## src/rtl/tmr_pkg.sv

```systemverilog
package tmr_pkg;

  localparam int PRE_W     = 3;
  localparam int IE_OFS    = 'h00;
  localparam int ST_OFS    = 'h04;
  localparam int CH_BASE   = 'h10;
  localparam int CH_STRIDE = 'h10;
  localparam int CTL_SUB   = 'h0;
  localparam int INT_SUB   = 'h4;
  localparam int CNT_SUB   = 'h8;

  // Control register bit positions
  localparam int CB_EN  = 0;
  localparam int CB_RL  = 1;
  localparam int CB_SRC = 2;
  localparam int CB_PRE = 4;
  localparam int CB_OS  = 7;

  typedef struct packed {
    logic             os;
    logic [PRE_W-1:0] pre;
    logic [1:0]       src;
    logic             en;
  } ctl_t;

  // tick source selection
  function automatic logic pick_tick(logic [1:0] src, logic pri, logic alt);
    case (src)
      2'd0:    return 1'b1;
      2'd1:    return pri;
      default: return alt;
    endcase
  endfunction

  // a count event at 1 or 0 is an expiry
  function automatic logic is_expiry(logic [31:0] cnt);
    return cnt <= 32'd1;
  endfunction

  // value after one count event
  function automatic logic [31:0] count_next(logic [31:0] cnt, logic [31:0] intv, logic os);
    if (is_expiry(cnt)) return os ? 32'd0 : intv;
    return cnt - 32'd1;
  endfunction

  function automatic int reg_addr(int ch, int sub);
    return CH_BASE + CH_STRIDE * ch + sub;
  endfunction

endpackage

```

## src/rtl/tmr_prescaler.sv

```systemverilog
module tmr_prescaler
  import tmr_pkg::*;
(
  input  logic             clk,
  input  logic             rst_n,
  input  logic             tick,
  input  logic             run,
  input  logic             clr,
  input  logic [PRE_W-1:0] code,
  output logic             step
);
  localparam int PC_W = (1 << PRE_W) - 1;

  logic [PC_W-1:0] pc_q;
  logic [PC_W-1:0] mask;

  // one step every 2^code running source ticks
  assign mask = PC_W'((1 << code) - 1);
  assign step = tick & run & (pc_q == mask);

  always_ff @(posedge clk or negedge rst_n) begin
    if (!rst_n)               pc_q <= '0;
    else if (clr)             pc_q <= '0;
    else if (tick) begin
      if (!run || step)       pc_q <= '0;
      else                    pc_q <= pc_q + 1'b1;
    end
  end
endmodule

```

## src/rtl/tmr_channel.sv

```systemverilog
module tmr_channel
  import tmr_pkg::*;
#(
  parameter int DW = 32
) (
  input  logic          clk,
  input  logic          rst_n,
  input  logic          pri_tick,
  input  logic          alt_tick,
  input  logic          ctl_wr,
  input  logic          intv_wr,
  input  logic [DW-1:0] wdata,
  output logic [DW-1:0] ctl_rd,
  output logic [DW-1:0] intv_q,
  output logic [DW-1:0] cnt_q,
  output logic          expire,
  output logic          run,
  output logic          en,
  output logic          os,
  output logic          reload
);
  ctl_t       ctl_q;
  logic [1:0] pipe_q;
  logic       tick;
  logic       step;

  assign tick   = pick_tick(ctl_q.src, pri_tick, alt_tick);
  assign run    = pipe_q[1];
  assign en     = ctl_q.en;
  assign os     = ctl_q.os;
  assign reload = ctl_wr & wdata[CB_RL];
  assign expire = step & ~reload & is_expiry(cnt_q);
  assign ctl_rd = DW'({ctl_q.os, ctl_q.pre, ctl_q.src, 1'b0, ctl_q.en});

  tmr_prescaler u_pre (
    .clk  (clk),
    .rst_n(rst_n),
    .tick (tick),
    .run  (run),
    .clr  (reload),
    .code (ctl_q.pre),
    .step (step)
  );

  always_ff @(posedge clk or negedge rst_n) begin
    if (!rst_n) begin
      ctl_q  <= '0;
      pipe_q <= '0;
      intv_q <= '0;
      cnt_q  <= '0;
    end else begin
      // enable settles through two source-tick stages
      if (tick) pipe_q <= {pipe_q[0], ctl_q.en};
      if (reload)    cnt_q <= intv_q;
      else if (step) cnt_q <= count_next(cnt_q, intv_q, ctl_q.os);
      // one-shot expiry halts at once
      if (expire && ctl_q.os) begin
        ctl_q.en <= 1'b0;
        pipe_q   <= '0;
      end
      if (ctl_wr) begin
        ctl_q.en  <= wdata[CB_EN];
        ctl_q.src <= wdata[CB_SRC +: 2];
        ctl_q.pre <= wdata[CB_PRE +: PRE_W];
        ctl_q.os  <= wdata[CB_OS];
      end
      if (intv_wr) intv_q <= wdata;
    end
  end
endmodule

```

## src/rtl/tmr_top.sv

```systemverilog
module tmr_top
  import tmr_pkg::*;
#(
  parameter int NCH    = 2,
  parameter int ADDR_W = 8,
  parameter int DW     = 32
) (
  input  logic              clk,
  input  logic              rst_n,
  input  logic              bus_sel,
  input  logic              bus_we,
  input  logic [ADDR_W-1:0] bus_addr,
  input  logic [DW-1:0]     bus_wdata,
  output logic [DW-1:0]     bus_rdata,
  input  logic              pri_tick,
  input  logic              alt_tick,
  output logic [NCH-1:0]    irq_o
);
  logic                    bus_wr;
  logic [NCH-1:0]          ie_q, st_q, st_clr;
  logic [NCH-1:0][DW-1:0]  ch_ctl_rd, ch_intv, ch_cnt;
  logic [NCH-1:0]          ch_expire, ch_run, ch_en, ch_os, ch_reload;

  assign bus_wr = bus_sel & bus_we;
  assign st_clr = (bus_wr && bus_addr == ADDR_W'(ST_OFS)) ? bus_wdata[NCH-1:0] : '0;
  // interrupt line gating
  assign irq_o  = st_q & ie_q;

  for (genvar g = 0; g < NCH; g++) begin : g_ch
    tmr_channel #(.DW(DW)) u_ch (
      .clk     (clk),
      .rst_n   (rst_n),
      .pri_tick(pri_tick),
      .alt_tick(alt_tick),
      .ctl_wr  (bus_wr && bus_addr == ADDR_W'(reg_addr(g, CTL_SUB))),
      .intv_wr (bus_wr && bus_addr == ADDR_W'(reg_addr(g, INT_SUB))),
      .wdata   (bus_wdata),
      .ctl_rd  (ch_ctl_rd[g]),
      .intv_q  (ch_intv[g]),
      .cnt_q   (ch_cnt[g]),
      .expire  (ch_expire[g]),
      .run     (ch_run[g]),
      .en      (ch_en[g]),
      .os      (ch_os[g]),
      .reload  (ch_reload[g])
    );
  end

  always_ff @(posedge clk or negedge rst_n) begin
    if (!rst_n) begin
      ie_q <= '0;
      st_q <= '0;
    end else begin
      if (bus_wr && bus_addr == ADDR_W'(IE_OFS)) ie_q <= bus_wdata[NCH-1:0];
      // write-one clear, expiry wins
      st_q <= (st_q & ~st_clr) | ch_expire;
    end
  end

  // combinational read decode
  always_comb begin
    bus_rdata = '0;
    if (bus_addr == ADDR_W'(IE_OFS)) bus_rdata = DW'(ie_q);
    if (bus_addr == ADDR_W'(ST_OFS)) bus_rdata = DW'(st_q);
    for (int i = 0; i < NCH; i++) begin
      if (bus_addr == ADDR_W'(reg_addr(i, CTL_SUB))) bus_rdata = ch_ctl_rd[i];
      if (bus_addr == ADDR_W'(reg_addr(i, INT_SUB))) bus_rdata = ch_intv[i];
      if (bus_addr == ADDR_W'(reg_addr(i, CNT_SUB))) bus_rdata = ch_cnt[i];
    end
  end
endmodule

```

## config.mk

```make
export PLATFORM = sky130hd
export DESIGN_NAME = tmr_top
export DESIGN_NICKNAME = d
export VERILOG_FILES = /design/src/rtl/tmr_pkg.sv /design/src/rtl/tmr_prescaler.sv /design/src/rtl/tmr_channel.sv /design/src/rtl/tmr_top.sv
export SDC_FILE = /design/constraint.sdc
export NUM_CORES = 1
export LEC_CHECK = 0
export ABC_AREA = 1
export BUFFER_PORTS_ARGS = -buffer_cell sky130_fd_sc_hd__buf_2
export CAP_MARGIN = 20
export CORE_MARGIN = 2
export CORE_UTILIZATION = 35
export CTS_CLUSTER_SIZE = 40
export DETAILED_ROUTE_END_ITERATION = 8
export SLEW_MARGIN = 25
export SYNTH_ARGS = -nofsm -noshare
export SYNTH_HDL_FRONTEND = slang
export SYNTH_SLANG_ARGS = --single-unit
```

## constraint.sdc

```tcl
create_clock -name clk -period 2 [get_ports clk]
set_input_delay 0.3 -clock clk [delete_from_list [all_inputs] [get_ports clk]]
set_output_delay 0.3 -clock clk [all_outputs]
set_load 0.01 [all_outputs]
```

==> summary.txt <==
Status
  • Status: finished with violations
  • Failing checks: setup timing

Drt
  • DR vias/cell: 5.13
  • WL final: between 30 and 40 mm
  • DRC violations left: 0
  • Post-route ant nets: 0
  • Routed len/inst: roughly 17 µm
  • DRT iter0 DRCs: approximately 1,000
  • Total number of vias: between 10,000 and 15,000
  • Initial DRT Pass Iterations: 7

Die
  • Io pins: 80
  • Die Span X: between 150 and 200 µm
  • Die Y: about 180 µm
  • Starting Density: between 30% and 40%
  • Die ar.: around 0.033 mm²
  • Core area: 0.0314 mm²
  • Row cnt: 65

Global route
  • Total GRT Usage: between 20% and 30%
  • Total grt overflow: 0
  • Antenna violations before repair: 0
  • Largest net degree at the start of global routing: between 60 and 70
  • First-pass GRT wire length: approximately 64 mm
  • Number of global-route vias before repair: about 11,000

STA
  • Hold_ws: 0.0864 ns
  • Final period util: 102%
  • FMAX: around 490 MHz
  • Tmin final: roughly 2 ns
  • Rel. slew slack: approximately 60%
  • Final Hold Fails: 0
  • Final setup viols: 1
  • Clock Skew: roughly 0.011 ns
  • Worst slew pin tran: a little under 0.6 ns
  • Final Max Tran Viols: 0
  • PnR worst setup slack: -0.0305 ns
  • RSZ-0062 raised after global routing: yes

Worst setup path
  • Max incr delay on CP: 0.19 ns
  • Delay-heaviest family, CP: buffers and inverters
  • CP required: between 1.5 and 2 ns
  • Crit. End Element: output pin
  • Crit path DAT: 1.73 ns
  • CP max-delay cell: o22ai_4
  • Critical Path Fanout Max: 10
  • Worst setup SP type: input pin
  • CP bufs+invs: 5
  • CP Cell Sequence: buf_6 -> nor2_4 -> nand3_2 -> inv_2 -> nand2_4 -> buf_12 -> buf_12 -> o22ai_4 -> a21oi_1 -> o21ai_1 -> buf_2
  • WS Path Type: in2out
  • CP dominant cell by count: buf_12

Yosys
  • Synth Register Bits: approximately 160
  • Sequential area share after synthesis: between 30% and 40%
  • Post-synthesis average cell area: ~6.4 µm²
  • Post-Synthesis Net Count: around 1,800
  • Synth Cell Area: approximately 0.011 mm²
  • Ys Warns: 0
  • Cells after Synth: between 1,500 and 2,000
  • Cell variety after synth: 36

Place
  • Hpwl dp: 29.4 mm
  • Global placer's final weighted congestion: about 0.95
  • Placed insts: about 2,300
  • Port buffer count: 79

Layout
  • Share of cells above drive strength 1: between 10% and 20%
  • Fill count: 3,241
  • Nets@finish: 1,986
  • Non-filler cells, final: roughly 2,300
  • Area Overhead vs Synth: 28.2%
  • Diodes inserted: 0
  • Sequential Area: around 0.0041 mm²
  • Area of the multi-input gates: around 0.0064 mm²

Clock tree
  • Clk_lat worst skew: about 0.44 ns
  • Clk root buf: clkbuf_16
  • CTS clk-pin slew, worst paths: 0.07 ns
  • CTS Buf Count: 17
  • CTS tree: yes
  • Clock sinks: approximately 160
  • CTS Buffer Depth: 2
  • H-tree levels: 4

Power
  • Clock power frac: a little under a third
  • Sw Pwr: ~4600 µW
  • Pwr/cell area: ~840 mW/mm²
  • Combinational share of power: between 30% and 40%
  • Worst vdd ir: 0.637 mV
  • LEAKAGE: approximately 0.0072 µW
  • Reg power frac: approximately a third
  • Cell-internal power: roughly 7300 µW
  • Switching part of the total: 38.9%

Min path
  • Min-Delay Path Class: in2reg

Run
  • MaxCap Viol Count: 0
power by group through the flow:
stage / Combinational [µW] / Sequential, µW / Clock, µW
after floorplan: 2520 / 4000 / 0
after global placement: 3710 / 4080 / 0
after detailed placement: 3740 / 4090 / 0
after CTS: 3960 / 4030 / 3770
after global routing: 4690 / 4080 / 3920
final: 4170 / 4030 / 3700
routing by layer:
layer	up-vias	track usage, %	wire length (µm)
met5	-	0	0
met4	0	6.19	832
met3	38	2.93	2500
met2	426	38.4	17700
met1	5674	36.0	18600
li1	5896	-	-
final timing paths:
kind,cells past startpoint,startpoint,slack [ns],to
max,11,bus_addr[7],-0.03,bus_rdata[22]
min,3,bus_wdata[6],0.09,g_ch[0].u_ch.ctl_rd[6]$_DFFE_PN0N_
max reg2reg,11,g_ch[0].u_ch.ctl_rd[5]$_DFFE_PN0N_,0.09,g_ch[0].u_ch.cnt_q[15]$_DFFE_PN0P_
min reg2reg,2,ie_q[1]$_DFFE_PN0P_,0.51,ie_q[1]$_DFFE_PN0P_
max in group asynchronous,3,rst_n,0.96,g_ch[1].u_ch.intv_q[15]$_DFFE_PN0P_
min in group asynchronous,2,rst_n,0.30,g_ch[1].u_ch.u_pre.pc_q[5]$_DFFE_PN0P_
metrics by stage:
stage,instance area (µm²),setup WS [ns],utilization (%),total power (µW),setup TNS [ns]
3_5_place_dp,12800,-0.335,40.8,7830,-7.87
2_1_floorplan,11100,0.218,-,6520,0
3_3_place_gp,12800,-0.312,40.8,7790,-5.90
6_report,14200,-0.0305,45.4,11900,-0.0305
4_1_cts,13700,-0.00281,43.7,11800,-0.00384
5_1_grt,14200,-0.0672,45.4,12700,-0.558
registers in the layout, summed over array words and instances, names as in the netlist:
name                  flops
g_ch.u_ch.cnt_q          64
g_ch.u_ch.intv_q         64
g_ch.u_ch.u_pre.pc_q     14
g_ch.u_ch.ctl_rd         10
g_ch.u_ch.pipe_q          4
g_ch.u_ch.en              2
g_ch.u_ch.os              2
ie_q                      2
st_q                      2
worst min-delay path, delay by kind of cell:
family | cells | cell delay [ns]
AOI/OAI and AO/OA | 1 | 0.06
buffers and inverters | 1 | 0.09
and+or+nand+nor | 1 | 0.04
synth_stat cells:
master	instances	area share [%]
nor2_8	1	0.18
nand3_4	1	0.16
a21oi_1	33	1.5
xnor2_1	5	0.39
nor2_1	172	5.8
o211ai_4	1	0.19
xor2_1	24	1.9
o22ai_1	23	1.3
nor2_2	14	0.79
nor3_1	5	0.23
nand3b_1	5	0.34
buf_2	15	0.68
clkinv_1	2	0.068
nand2_4	2	0.20
buf_4	7	0.47
nor3b_1	1	0.068
nand2_1	643	22
nand2_2	7	0.39
buf_6	5	0.51
clkbuf_1	28	0.95
and2_1	1	0.056
nor2_4	6	0.61
o21ai_0	140	6.3
dfrtp_1	164	37
inv_2	14	0.47
ha_1	6	0.68
nand3_1	153	6.9
clkinv_2	1	0.045
o2111ai_1	2	0.16
inv_1	196	6.6
o21a_1	1	0.068
nand4_1	22	1.2
o21ai_1	37	1.7
a221oi_1	1	0.079
o211ai_1	2	0.14
nand3_2	2	0.18
layout make-up:
class,instances,share of cell area (%)
tap,402,3.53
inverter,213,5.71
clock inverter,14,1.52
multi-input combinational,1312,44.9
clock buffer,17,2.99
timing repair buffer,226,12.5
sequential,164,28.9
logic make-up after synthesis:
| kind of cell | after synthesis | synth area share [%] |
|---|---|---|
| AO/OA/AOI/OAI | 240 | 11.4 |
| buffers and inverters | 268 | 9.81 |
| AND/OR/NAND/NOR | 1035 | 38.9 |
| flip-flops | 164 | 37.0 |
| adder cells (fa/ha/maj) | 6 | 0.676 |
| XOR/XNOR | 29 | 2.29 |
repair_timing:
action | 4_1_cts | 5_1_grt
setup buffers | 5 | 15
endpoints found under the setup margin | 92 | 116
pin swaps | 1 | 11
gates cloned | 2 | 1
resized for setup | 48 | 95
hold buffers | 1 | 0
hold endpoints to repair | 26 | 0
cells in the final DEF (no fill, tap or decap), types with 8 or more instances in the layout:
cell         n
nor2_1     153
o22ai_4     11
nor2_2      22
nand2_2     12
clkbuf_16   18
inv_2       21
dfrtp_1    159
nand2_1    635
nand3_1    150
buf_4      121
buf_2       76
buf_12      18
xor2_1      24
inv_1      187
buf_6        9
a21oi_2      8
a21oi_1     25
nand4_1     22
nor2_4      18
o21ai_1     51
o21ai_0    119
(Power assumes the default switching activity.)
